===== src/rtl/cnt8_pkg.sv =====
// Package: register addresses and configuration layout shared by the timer.
// Assumes a 2-bit register address space.
package cnt8_pkg;
    localparam int ADDR_W = 2;
    localparam int RATE_W = 3;
    localparam logic [ADDR_W-1:0] A_COUNT = 2'd0;
    localparam logic [ADDR_W-1:0] A_CFG   = 2'd1;
    localparam logic [ADDR_W-1:0] A_STAT  = 2'd2;

    // Configuration register, ext_src in bit 0.
    typedef struct packed {
        logic [RATE_W-1:0] rate;
        logic              wdg_owns_ps;
        logic              fall_edge;
        logic              ext_src;
    } cfg_t;

    localparam int CFG_W = $bits(cfg_t);
endpackage


===== src/rtl/cnt8_src_sel.sv =====
// Source selection: synchronizes the external pin, detects the chosen
// edge and picks between pin events and the instruction tick.
// Assumes SYNC_STAGES >= 2 and cyc_tick is already synchronous.
module cnt8_src_sel #(
    parameter int SYNC_STAGES = 2
) (
    input  logic clk,
    input  logic rst_n,
    input  logic ext_pin,
    input  logic cyc_tick,
    input  logic ext_src,
    input  logic fall_edge,
    output logic src_tick
);
    logic [SYNC_STAGES-1:0] sync_q;
    logic                   prev_q;
    logic                   pin_s;
    logic                   rise_ev;
    logic                   fall_ev;

    // First synchronizer flop samples the raw pin.
    always_ff @(posedge clk) begin
        if (!rst_n) sync_q[0] <= 1'b0;
        else        sync_q[0] <= ext_pin;
    end

    // Remaining synchronizer flops form a chain.
    for (genvar g = 1; g < SYNC_STAGES; g++) begin : g_sync
        always_ff @(posedge clk) begin
            if (!rst_n) sync_q[g] <= 1'b0;
            else        sync_q[g] <= sync_q[g-1];
        end
    end

    assign pin_s = sync_q[SYNC_STAGES-1];

    // Holds the previous synchronized level for edge detection.
    always_ff @(posedge clk) begin
        if (!rst_n) prev_q <= 1'b0;
        else        prev_q <= pin_s;
    end

    // Edge detection and source multiplexing.
    always_comb begin
        rise_ev  = pin_s & ~prev_q;
        fall_ev  = ~pin_s & prev_q;
        src_tick = ext_src ? (fall_edge ? fall_ev : rise_ev) : cyc_tick;
    end

    // Pin-mode events are single-cycle pulses under a fixed polarity.
    AST_EDGE_SINGLE: assert property (@(posedge clk) disable iff (!rst_n)
        (ext_src && src_tick) |=> !(ext_src && src_tick && $stable(fall_edge) && $stable(ext_src))) else $error("edge pulse repeated");
endmodule


===== src/rtl/cnt8_prescaler.sv =====
// Shared power-of-two divider: emits one pulse per 2^(rate+1) input events.
// Assumes clr and in_tick are synchronous; clr wins over in_tick.
module cnt8_prescaler #(
    parameter int RATE_W = 3
) (
    input  logic              clk,
    input  logic              rst_n,
    input  logic              in_tick,
    input  logic              clr,
    input  logic [RATE_W-1:0] rate,
    output logic              out_tick
);
    localparam int PS_W = 1 << RATE_W;

    logic [PS_W-1:0] ps_q;
    logic [PS_W-1:0] mask;

    // Builds the mask of low bits that must all be ones for a pulse.
    always_comb begin
        mask = '0;
        for (int i = 0; i < PS_W; i++) begin
            if (i <= int'(rate)) mask[i] = 1'b1;
        end
        out_tick = in_tick && ((ps_q & mask) == mask);
    end

    // Event accumulator: cleared on request, else advances per input event.
    always_ff @(posedge clk) begin
        if (!rst_n)       ps_q <= '0;
        else if (clr)     ps_q <= '0;
        else if (in_tick) ps_q <= ps_q + 1'b1;
    end

    AST_PS_CLEARED: assert property (@(posedge clk) disable iff (!rst_n)
        clr |=> (ps_q == '0)) else $error("divider not cleared");
    AST_PS_ADVANCE: assert property (@(posedge clk) disable iff (!rst_n)
        (in_tick && !clr) |=> (ps_q == $past(ps_q) + 1'b1)) else $error("divider did not advance");
endmodule


===== src/rtl/cnt8_counter.sv =====
// Count register with post-write hold-off and sticky overflow flag.
// Assumes inc_tick already reflects source and divider choice; the
// hold-off is measured in instruction ticks.
module cnt8_counter #(
    parameter int W   = 8,
    parameter int INH = 2
) (
    input  logic         clk,
    input  logic         rst_n,
    input  logic         cyc_tick,
    input  logic         inc_tick,
    input  logic         load,
    input  logic [W-1:0] load_val,
    input  logic         flag_wr,
    input  logic         flag_val,
    output logic [W-1:0] count,
    output logic         flag
);
    localparam int          IW  = $clog2(INH + 1);
    localparam logic [W-1:0] MAX = '1;

    logic [IW-1:0] inh_q;
    logic          step;

    // An increment is allowed only outside the hold-off and not during a load.
    always_comb step = inc_tick && (inh_q == '0) && !load;

    // Hold-off counter: reloaded on a write, drained by instruction ticks.
    always_ff @(posedge clk) begin
        if (!rst_n)                          inh_q <= '0;
        else if (load)                       inh_q <= IW'(INH);
        else if (cyc_tick && inh_q != '0)    inh_q <= inh_q - 1'b1;
    end

    // Count register: load has priority over stepping.
    always_ff @(posedge clk) begin
        if (!rst_n)    count <= '0;
        else if (load) count <= load_val;
        else if (step) count <= count + 1'b1;
    end

    // Overflow flag: set by the roll to zero, otherwise written by software.
    always_ff @(posedge clk) begin
        if (!rst_n)                     flag <= 1'b0;
        else if (step && count == MAX)  flag <= 1'b1;
        else if (flag_wr)               flag <= flag_val;
    end

    AST_WRITE_LOADS: assert property (@(posedge clk) disable iff (!rst_n)
        load |=> (count == $past(load_val))) else $error("load lost");
    AST_HOLDOFF_FREEZE: assert property (@(posedge clk) disable iff (!rst_n)
        (inh_q != '0 && !load) |=> (count == $past(count))) else $error("count moved in hold-off");
    AST_WRAP_FLAG: assert property (@(posedge clk) disable iff (!rst_n)
        (inc_tick && inh_q == '0 && !load && count == MAX) |=> (flag && count == '0)) else $error("wrap missed");
    AST_FLAG_STICKY: assert property (@(posedge clk) disable iff (!rst_n)
        (flag && !flag_wr) |=> flag) else $error("flag dropped");
endmodule


===== src/rtl/cnt8_timer.sv =====
// Top level: register file, divider ownership routing and interrupt gating.
// Assumes a single-cycle write strobe and a combinational read port.
module cnt8_timer
    import cnt8_pkg::*;
#(
    parameter int CNT_W       = 8,
    parameter int SYNC_STAGES = 2,
    parameter int INHIBIT_CYC = 2
) (
    input  logic              clk,
    input  logic              rst_n,
    input  logic              cyc_tick,
    input  logic              ext_pin,
    input  logic              wr_en,
    input  logic [ADDR_W-1:0] wr_addr,
    input  logic [CNT_W-1:0]  wr_data,
    input  logic [ADDR_W-1:0] rd_addr,
    output logic [CNT_W-1:0]  rd_data,
    output logic              ovf_flag,
    output logic              irq,
    output logic              wdt_tick
);
    cfg_t             cfg_q;
    logic             irq_en_q;
    logic             src_tick;
    logic             ps_in;
    logic             ps_out;
    logic             ps_clr;
    logic             cnt_inc;
    logic             wr_cnt;
    logic             wr_cfg;
    logic             wr_stat;
    logic [CNT_W-1:0] count;

    // Write decode.
    always_comb begin
        wr_cnt  = wr_en && (wr_addr == A_COUNT);
        wr_cfg  = wr_en && (wr_addr == A_CFG);
        wr_stat = wr_en && (wr_addr == A_STAT);
    end

    // Configuration register.
    always_ff @(posedge clk) begin
        if (!rst_n)      cfg_q <= '0;
        else if (wr_cfg) cfg_q <= cfg_t'(wr_data[CFG_W-1:0]);
    end

    // Interrupt enable bit of the status register.
    always_ff @(posedge clk) begin
        if (!rst_n)       irq_en_q <= 1'b0;
        else if (wr_stat) irq_en_q <= wr_data[1];
    end

    cnt8_src_sel #(.SYNC_STAGES(SYNC_STAGES)) src_i (
        .clk       (clk),
        .rst_n     (rst_n),
        .ext_pin   (ext_pin),
        .cyc_tick  (cyc_tick),
        .ext_src   (cfg_q.ext_src),
        .fall_edge (cfg_q.fall_edge),
        .src_tick  (src_tick)
    );

    // Divider ownership routing between counter and watchdog.
    always_comb begin
        ps_in    = cfg_q.wdg_owns_ps ? cyc_tick : src_tick;
        ps_clr   = wr_cnt && !cfg_q.wdg_owns_ps;
        cnt_inc  = cfg_q.wdg_owns_ps ? src_tick : ps_out;
        wdt_tick = cfg_q.wdg_owns_ps ? ps_out : cyc_tick;
    end

    cnt8_prescaler #(.RATE_W(RATE_W)) ps_i (
        .clk      (clk),
        .rst_n    (rst_n),
        .in_tick  (ps_in),
        .clr      (ps_clr),
        .rate     (cfg_q.rate),
        .out_tick (ps_out)
    );

    cnt8_counter #(.W(CNT_W), .INH(INHIBIT_CYC)) cnt_i (
        .clk      (clk),
        .rst_n    (rst_n),
        .cyc_tick (cyc_tick),
        .inc_tick (cnt_inc),
        .load     (wr_cnt),
        .load_val (wr_data),
        .flag_wr  (wr_stat),
        .flag_val (wr_data[0]),
        .count    (count),
        .flag     (ovf_flag)
    );

    // Interrupt gating and read multiplexer.
    always_comb begin
        irq = ovf_flag && irq_en_q;
        case (rd_addr)
            A_COUNT: rd_data = count;
            A_CFG:   rd_data = CNT_W'(cfg_q);
            A_STAT:  rd_data = CNT_W'({irq_en_q, ovf_flag});
            default: rd_data = '0;
        endcase
    end

    AST_IRQ_DISABLED: assert property (@(posedge clk) disable iff (!rst_n)
        (wr_stat && !wr_data[1]) |=> !irq) else $error("irq while disabled");
    AST_CFG_HOLD: assert property (@(posedge clk) disable iff (!rst_n)
        !wr_cfg |=> $stable(cfg_q)) else $error("config changed");
endmodule


===== config.mk =====
export PLATFORM = sky130hd
export DESIGN_NAME = cnt8_timer
export DESIGN_NICKNAME = d
export VERILOG_FILES = /design/src/rtl/cnt8_pkg.sv /design/src/rtl/cnt8_src_sel.sv /design/src/rtl/cnt8_prescaler.sv /design/src/rtl/cnt8_counter.sv /design/src/rtl/cnt8_timer.sv
export SDC_FILE = /design/constraint.sdc
export NUM_CORES = 1
export LEC_CHECK = 0
export ABC_AREA = 1
export CORE_UTILIZATION = 48
export DETAILED_ROUTE_END_ITERATION = 6
export GPL_TIMING_DRIVEN = 1
export PLACE_DENSITY_LB_ADDON = 0.08
export SLEW_MARGIN = 20
export SYNTH_ARGS = -nofsm -noshare
export SYNTH_HDL_FRONTEND = slang
export SYNTH_HIERARCHICAL = 1
export SYNTH_SLANG_ARGS = --single-unit

===== constraint.sdc =====
create_clock -name clk -period 2.8 [get_ports clk]
set_input_delay 0.84 -clock clk [delete_from_list [all_inputs] [get_ports clk]]
set_output_delay 0.84 -clock clk [all_outputs]
set_load 0.02 [all_outputs]

==> run_results.csv, run 1 <==
group,metric,value,unit
floorplanning,rows,21,
synth,async_flop_share,0,
synth,synth_cells,281,
floorplanning,die_h,62.3,um
timing,layout_setup_ws,60.2,ps
critical_path,worstPathCellList,"buf_4 > nand2_1 > nand2_2 > nand2_1 > o21ai_2 > nand2_2 > a21oi_2 > nand2_1 > a21oi_2 > nand2_1 > o21ai_1 > buf_4",
clocking,cts.sinks,29,
synth,syn_area_per_cell,6.22,um2
timing,worst_slew_pin_slew,266,ps
clocking,insertion_delay,330,ps
synth,synth_edf_count,0,
floorplanning,start_util,0.511,
cells_and_area,antenna_cells,0,
synth,yosysWarnings,6,
job,max-cap-violations,0,
critical_path,required,1960,ps
synth,ys_ff_latch,29,
placement,dp_slack,-942,ps
floorplanning,ios,28,
critical_path,critPathMostFrequentCell,"nand2_1",
floorplanning,core,3420,um2
timing,drv_slew,0,
grt,antenna_found_initial,0,
cells_and_area,layout-drive-gt1-share,0.167,
floorplanning,die_area,3880,um2
power_and_ir_drop,vdd_drop_max,0.292,mV
placement,io_buffer_count,27,
power_and_ir_drop,cellLeakagePower,1.03,nW
power_and_ir_drop,total_power,0.000888,W
critical_path,slowest_stage,"buf_4",
cells_and_area,nNetsFinal,344,
cells_and_area,fillCellCount,336,
grt,overflow,0,
critical_path,crit_arrival,1900,ps
clocking,clock-root-buffer,"clkbuf_4",
run_status,status,"finished clean",
cells_and_area,syn_to_final_growth,24.1,%
synth,synth_nets,301,
critical_path,critPathCaptureType,"output port",
detailed_routing,vias_per_cell,4.74,
clocking,cts_made_buffers,5,
critical_path,crit_fanout,3,
detailed_routing,drcViolationCount,0,
placement,dp_cells,361,
critical_path,path_class,"primary input to output port",
timing,rsz0062_at_grt,"yes",
power_and_ir_drop,power.density,410,nW/um2
placement,hpwlAfterDp,2980,um
clocking,clockBufferDepth,2,
grt,track_usage,0.228,
timing,fin_crit_sh,0.978,
hold_path,worstHoldPathType,"flop to flop",
floorplanning,dieWidth,62.3,um
timing,timing.slew.headroom,0.822,
critical_path,critPathMaxStageDelay,160,ps
grt,grt_max_degree,17,
critical_path,critPathLaunchType,"primary input",
timing,period_needed,2740,ps
timing,final-hold-violation-count,0,
clocking,htree_levels,2,
grt,grt_pass1_wl,6940,um
detailed_routing,drt_pass1_iterations,5,
grt,grt_pass1_vias,1608,
synth,netlist_area,1750,um2
placement,gp_congestion,0.885,
timing,setup_tns,0,ps
detailed_routing,drtIter0Drc,118,
detailed_routing,postRouteAntennaNets,0,
clocking,postCtsHoldBufs,0,
clocking,clk_pin_slew,90,ps
synth,yosysSeqAreaShare,0.332,
synth,synth_ff_type,"dfxtp_1",
cells_and_area,final_cell_mix,"nand2_1 (81), inv_1 (52), nor2_1 (39), dfxtp_1 (29), clkdlybuf4s50_1 (15)",
cells_and_area,final_common_cell,"nand2_1",
timing,setup_viol,0,
detailed_routing,routed-via-count,1753,
timing,fin_skew,6.69,ps
detailed_routing,wirelength,3910,um
synth,synth.distinct_cells,24,
cells_and_area,fin_cells,370,
clocking,cts_tree,"built",
timing,max_freq,365,MHz
detailed_routing,avgRoutedWirePerCell,10.6,um
==> path summary, 6_finish.rpt <==
| path | cells past startpoint | slack [ps] | startpoint | to |
|---|---|---|---|---|
| setup / recovery | 12 | 60 | cyc_tick | wdt_tick |
| hold / removal | 2 | 430 | src_i/sync_q[0] | src_i/pin_s |
| setup reg to reg | 19 | 710 | cfg_q[1] | cnt_i/count[4] |
| hold reg to reg | 2 | 430 | src_i/sync_q[0] | src_i/pin_s |
==> critical path, delay by kind of cell <==
family,cells,cell delay [ps]
compound gates,4,400
buf+inv,2,260
simple gates,6,400
==> synthesized netlist by cell type, types with 2 or more instances <==
| cell | number | share of area |
|---|---|---|
| nor2_1 | 39 | 0.084 |
| a31oi_1 | 3 | 0.011 |
| nand3_2 | 3 | 0.017 |
| nor3_1 | 2 | 0.0057 |
| a21oi_2 | 3 | 0.015 |
| nand3_1 | 14 | 0.040 |
| nor2_2 | 2 | 0.0072 |
| nor2_4 | 3 | 0.019 |
| dfxtp_1 | 29 | 0.33 |
| o21ai_0 | 12 | 0.034 |
| buf_6 | 2 | 0.013 |
| nand2_2 | 5 | 0.018 |
| ha_1 | 3 | 0.021 |
| o21ai_1 | 4 | 0.011 |
| o211ai_1 | 3 | 0.013 |
| nand2_1 | 83 | 0.18 |
| a21oi_1 | 10 | 0.029 |
| inv_2 | 4 | 0.0086 |
| inv_1 | 52 | 0.11 |
==> per-stage QoR <==
stage          hold slack [ps]  utilization  area (um2)
2_1_floorplan              390            -        1750
3_3_place_gp               405        0.621        2120
3_5_place_dp               404        0.621        2120
4_1_cts                    428        0.625        2130
5_1_grt                    457        0.635        2170
6_report                   427        0.635        2170
==> layout make-up <==
class,instances,area (um2),share of cell area
sequential,29,581,0.268
tap,46,57.6,0.0265
clock buffer,7,55.1,0.0254
multi-input combinational,193,938,0.433
inverter,57,221,0.102
timing repair buffer,38,315,0.145
==> registers in the layout, summed over array words and instances (netlist names), 2 cells and up <==
signal	flops
cfg_q	6
cnt_i/count	8
cnt_i/inh_q	2
ps_i/ps_q	8
==> logic make-up (layout without fill, tap and decap cells) <==
logic type               after synthesis  count (layout)  share of synthesized area
AO/OA/AOI/OAI                         36              36                      0.117
adder cells (fa/ha/maj)                3               3                     0.0215
buffers and inverters                 59             102                      0.140
flip-flops                            29              29                      0.332
multiplexers                           1               1                    0.00573
AND/OR/NAND/NOR                      153             153                      0.383
==> timing repair <==
item                                   CTS  global route
buffers inserted                         0             2
pin swaps                                0             3
endpoints found under the hold margin    0             0
setup endpoints to repair                9             6
resized for setup                       51             7
==> where the power goes <==
part           internal [W]  leakage (nW)  switching, W
logic             0.0000767         0.766      0.000100
registers          0.000432         0.236     0.0000174
clock network      0.000118        0.0314      0.000143
==> layer usage <==
layer | vias up | wire length (um) | track usage
li1 | 949 | - | -
met1 | 754 | 2040 | 0.302
met2 | 42 | 1610 | 0.354
met3 | 8 | 200 | 0.0496
met4 | 0 | 70 | 0.105
met5 | - | 0 | 0
Note: power is estimated with default switching activity, not from simulation.
==> run 2, diff against run 1 <==
- HOLD_SLACK_MARGIN: not set -> 0.12
- REMOVE_ABC_BUFFERS: not set -> 1
==> run_results.csv, run 2 (synthesis results as in run 1) <==
group,metric,value,unit
run_status,status,"finished clean",
critical_path,reg2reg_to,"cnt_i/count[4]",
timing,setup_viol,0,
critical_path,reg2reg_from,"src_i/pin_s",
cells_and_area,syn_to_final_growth,23.3,%
cells_and_area,multi_input_area,941,um2
cells_and_area,antenna_cells,0,
detailed_routing,postRouteAntennaNets,0,
critical_path,critPathLaunchType,"primary input",
hold_path,worstHoldPathType,"flop to flop",
critical_path,path_class,"primary input to output port",
power_and_ir_drop,swShare,0.303,
critical_path,required,1960,ps
clocking,clock-root-buffer,"clkbuf_4",
detailed_routing,wirelength,3780,um
grt,antenna_found_initial,0,
cells_and_area,nNetsFinal,343,
detailed_routing,routed-via-count,1752,
critical_path,crit_arrival,1840,ps
hold_path,hold-path-cell-count,2,
placement,io_buffer_count,27,
power_and_ir_drop,vdd_drop_max,0.283,mV
floorplanning,die_area,3880,um2
power_and_ir_drop,power.density,396,nW/um2
placement,dp_cells,360,
detailed_routing,drcViolationCount,0,
grt,track_usage,0.216,
critical_path,critPathCaptureType,"output port",
floorplanning,dieWidth,62.3,um
detailed_routing,drt_pass1_iterations,4,
timing,period_needed,2680,ps
clocking,postCtsHoldBufs,0,
clocking,clockBufferDepth,2,
clocking,cts.sinks,29,
critical_path,crit_path_end,"wdt_tick",
cells_and_area,reg_top3,"cnt_i/count: 8 flops, ps_i/ps_q: 8 flops, cfg_q: 6 flops",
critical_path,crit_fanout,3,
clocking,htree_levels,2,
power_and_ir_drop,seq_power_share,0.528,
clocking,cts_made_buffers,5,
timing,timing.slew.headroom,0.676,
cells_and_area,fillCellCount,352,
timing,final-hold-violation-count,0,
floorplanning,start_util,0.511,
timing,fin_crit_sh,0.959,
detailed_routing,avgRoutedWirePerCell,10.3,um
critical_path,reg2reg_slack,590,ps
floorplanning,core,3420,um2
grt,grt_pass1_vias,1566,
timing,fin_skew,4.40,ps
timing,drv_slew,0,
power_and_ir_drop,pwr-share-comb,0.203,
cells_and_area,final_common_cell,"nand2_1",
cells_and_area,fin_cells,368,
critical_path,r2r_cells,20,
clocking,insertion_delay,320,ps
job,max-cap-violations,0,
grt,grt_pass1_wl,6640,um
cells_and_area,layout-drive-gt1-share,0.168,
cells_and_area,final-seq-area,581,um2
grt,grt_max_degree,17,
floorplanning,die_h,62.3,um
floorplanning,ios,28,
clocking,cts_tree,"built",
power_and_ir_drop,cellLeakagePower,1.03,nW
placement,hpwlAfterDp,2890,um
power_and_ir_drop,total_power,0.000852,W
critical_path,crit_path_start,"cyc_tick",
power_and_ir_drop,power_switching,0.000258,W
clocking,clk_pin_slew,90,ps
cells_and_area,final_cell_mix,"nand2_1 (80), inv_1 (52), nor2_1 (39), dfxtp_1 (29), clkdlybuf4s50_1 (15)",
detailed_routing,vias_per_cell,4.76,
timing,max_freq,373,MHz
power_and_ir_drop,p_clk_frac,0.269,
detailed_routing,drtIter0Drc,160,
placement,gp_congestion,0.800,
power_and_ir_drop,p_int,0.000594,W
timing,worst_slew_pin_slew,484,ps
grt,overflow,0,
floorplanning,rows,21,
## run 2: worst min path at each step
stage               startpoint           to  slack (ps)
3_3_place_gp   src_i/sync_q[0]  src_i/pin_s         400
3_5_place_dp   src_i/sync_q[0]  src_i/pin_s         410
6_report       src_i/sync_q[0]  src_i/pin_s         420
5_1_grt        src_i/sync_q[0]  src_i/pin_s         460
4_1_cts        src_i/sync_q[0]  src_i/pin_s         430
2_1_floorplan  src_i/sync_q[0]  src_i/pin_s         390
## run 2: metal layers
layer  track usage  share of wire  up-vias
met5             0              0        -
met4        0.0785          0.015        0
met3        0.0496          0.046        7
met2         0.324           0.40       42
met1         0.300           0.54      760
li1              -              -      943
## run 2: power groups by stage
stage	clock network, W	registers (W)	logic (W)
2_1_floorplan	0	0.000456	0.0000999
3_3_place_gp	0	0.000459	0.000169
3_5_place_dp	0	0.000459	0.000171
4_1_cts	0.000235	0.000450	0.000172
5_1_grt	0.000256	0.000453	0.000196
6_report	0.000229	0.000450	0.000173
## run 2: area by class of cell
class                   instances  area share
multi-input cells             193       0.437
flip-flops and latches         29       0.270
repair buffers                 37       0.144
inverters                      57       0.103
well taps                      46      0.0267
clock buffers                   5      0.0174
clock inverters                 1     0.00232
## run 2: worst max-delay path: stages
cell     delay (ps)
buf_4           100
nand2_2          50
nand2_2          50
nand2_1          60
o21ai_2          80
nand2_2          70
a21oi_2          90
nand2_1          70
a21oi_2         120
nand2_1          60
o21ai_1          80
buf_4           160
## run 2: stage by stage
step                      hold WS [ps]  worst slack, ps  setup TNS (ps)  utilization  instance area [um2]
after floorplan                    390             -148            -148            -                 1720
after detailed placement           405             -940           -5620        0.618                 2110
after global placement             402             -900           -5080        0.618                 2110
after CTS                          427            -27.7           -59.1        0.633                 2160
after global routing               458            -1.98           -1.98        0.630                 2150
final                              423              116               0        0.630                 2150
## run 2: timing repair
item | 4_1_cts | 5_1_grt
pin swaps | 1 | 5
buffers inserted | 1 | 1
gates resized for setup | 46 | 14
endpoints found under the setup margin | 9 | 9
endpoints found under the hold margin | 0 | 0
==> run 3, diff against run 2 <==
- ABC_CLOCK_PERIOD_IN_PS: not set -> 2800
- CELL_PAD_IN_SITES_DETAIL_PLACEMENT: not set -> 0
- CELL_PAD_IN_SITES_GLOBAL_PLACEMENT: not set -> 1
- CORE_UTILIZATION: 48 -> 33
==> run_results.csv, run 3 (synthesis results as in run 1) <==
group,metric,value,unit
run_status,status,"finished clean",
grt,track_usage,0.167,
detailed_routing,routed-via-count,1724,
floorplanning,ios,28,
critical_path,crit_path_end,"wdt_tick",
critical_path,worstPathCellList,"buf_4 > nand2_1 > nand2_2 > nand2_1 > o21ai_2 > nand2_2 > a21oi_2 > nand2_1 > a21oi_2 > nand2_1 > o21ai_1 > buf_4",
detailed_routing,drcViolationCount,0,
critical_path,r2r_cells,18,
power_and_ir_drop,cellLeakagePower,1.05,nW
clocking,clockBufferDepth,2,
critical_path,reg2reg_from,"cfg_q[1]",
detailed_routing,postRouteAntennaNets,0,
floorplanning,dieWidth,74.8,um
floorplanning,die_area,5590,um2
detailed_routing,drtIter0Drc,63,
clocking,htree_levels,2,
timing,final-hold-violation-count,0,
clocking,clock-root-buffer,"clkbuf_8",
critical_path,crit_path_start,"cyc_tick",
cells_and_area,nNetsFinal,344,
grt,grt_pass1_wl,6800,um
grt,grt_pass1_vias,1411,
critical_path,required,1960,ps
critical_path,cp.buffers_inverters,2,
cells_and_area,antenna_cells,0,
detailed_routing,vias_per_cell,4.36,
placement,hpwlAfterDp,3350,um
clocking,clk_pin_slew,70,ps
grt,grt_max_degree,17,
critical_path,critPathCaptureType,"output port",
floorplanning,rows,26,
grt,antenna_found_initial,0,
power_and_ir_drop,vdd_drop_max,0.179,mV
critical_path,path_class,"primary input to output port",
power_and_ir_drop,power.density,447,nW/um2
floorplanning,start_util,0.342,
critical_path,critPathLaunchType,"primary input",
clocking,cts_tree,"built",
cells_and_area,multi_input_area,938,um2
critical_path,critical_path.top_delay_family,"simple AND/OR/NAND/NOR gates",
timing,layout_setup_ws,101,ps
cells_and_area,reg_top3,"cnt_i/count: 8 flops, ps_i/ps_q: 8 flops, cfg_q: 6 flops",
detailed_routing,avgRoutedWirePerCell,11.1,um
clocking,insertion_delay,280,ps
critical_path,reg2reg_to,"cnt_i/count[4]",
timing,fin_crit_sh,0.964,
critical_path,critPathMaxStageDelay,160,ps
timing,timing.slew.headroom,0.825,
timing,max_freq,370,MHz
critical_path,cp.depth,12,
placement,gp_congestion,0.758,
placement,io_buffer_count,27,
clocking,cts.sinks,29,
timing,whs,417,ps
timing,fin_skew,6.73,ps
detailed_routing,drt_pass1_iterations,4,
cells_and_area,fillCellCount,560,
timing,setup_viol,0,
critical_path,critPathMostFrequentCell,"nand2_1",
grt,overflow,0,
timing,setup_tns,0,ps
floorplanning,die_h,74.8,um
hold_path,worstHoldPathType,"flop to flop",
clocking,cts_made_buffers,5,
timing,rsz0062_at_grt,"no",
placement,dp_slack,-963,ps
critical_path,crit_arrival,1860,ps
clocking,postCtsHoldBufs,0,
cells_and_area,final-seq-area,581,um2
critical_path,slowest_stage,"buf_4",
cells_and_area,syn_to_final_growth,28.4,%
detailed_routing,wirelength,4370,um
cells_and_area,layout-drive-gt1-share,0.172,
critical_path,reg2reg_slack,720,ps
cells_and_area,final_common_cell,"nand2_1",
floorplanning,core,5110,um2
timing,worst_slew_pin_slew,262,ps
timing,period_needed,2700,ps
critical_path,crit_fanout,3,
cells_and_area,final_cell_mix,"nand2_1 (81), inv_1 (52), nor2_1 (39), dfxtp_1 (29)",
timing,drv_slew,0,
job,max-cap-violations,0,
run 3: final cells by class:
type / count / area share
multi-input cells: 193 / 0.419
flip-flops and latches: 29 / 0.259
repair buffers: 38 / 0.142
inverters: 57 / 0.0988
well taps: 70 / 0.0391
clock buffers: 6 / 0.0368
clock inverters: 2 / 0.00614
run 3: what timing repair did:
item,in CTS,in global routing
buffers inserted,0,1
endpoints found under the hold margin,0,0
pin swaps,0,5
gates resized for setup,45,14
endpoints found under the setup margin,10,9
run 3: worst min-delay path, stage by stage, from the launching register on:
cell,delay [ps]
dfxtp_1,310
nand2_1,40
inv_1,40
run 3: through the flow:
stage	util	power [W]	cells	instance area, um2
after global placement	0.422	0.000637	386	2160
after CTS	0.438	0.00101	394	2240
after floorplan	-	0.000556	279	1720
after detailed placement	0.422	0.000638	386	2160
after global routing	0.439	0.00106	395	2240
final	0.439	0.00100	395	2240
run 3: report_power, final:
part           switching [W]  internal [W]  leakage, nW
combinational       0.000101     0.0000763        0.767
sequential         0.0000182      0.000433        0.236
clock               0.000174      0.000199       0.0512
run 3: worst min-delay path by stage:
stage                          startpoint           to  cells past startpoint
after detailed placement  src_i/sync_q[0]  src_i/pin_s                      2
after floorplan           src_i/sync_q[0]  src_i/pin_s                      2
after global routing      src_i/sync_q[0]  src_i/pin_s                      2
after global placement    src_i/sync_q[0]  src_i/pin_s                      2
after CTS                 src_i/sync_q[0]  src_i/pin_s                      2
final                     src_i/sync_q[0]  src_i/pin_s                      2
run 3: routing by layer:
metal,track usage,share of wire,up-vias
li1,-,-,946
met1,0.245,0.55,740
met2,0.233,0.40,31
met3,0.0415,0.035,7
met4,0.0629,0.017,0
met5,0,0,-
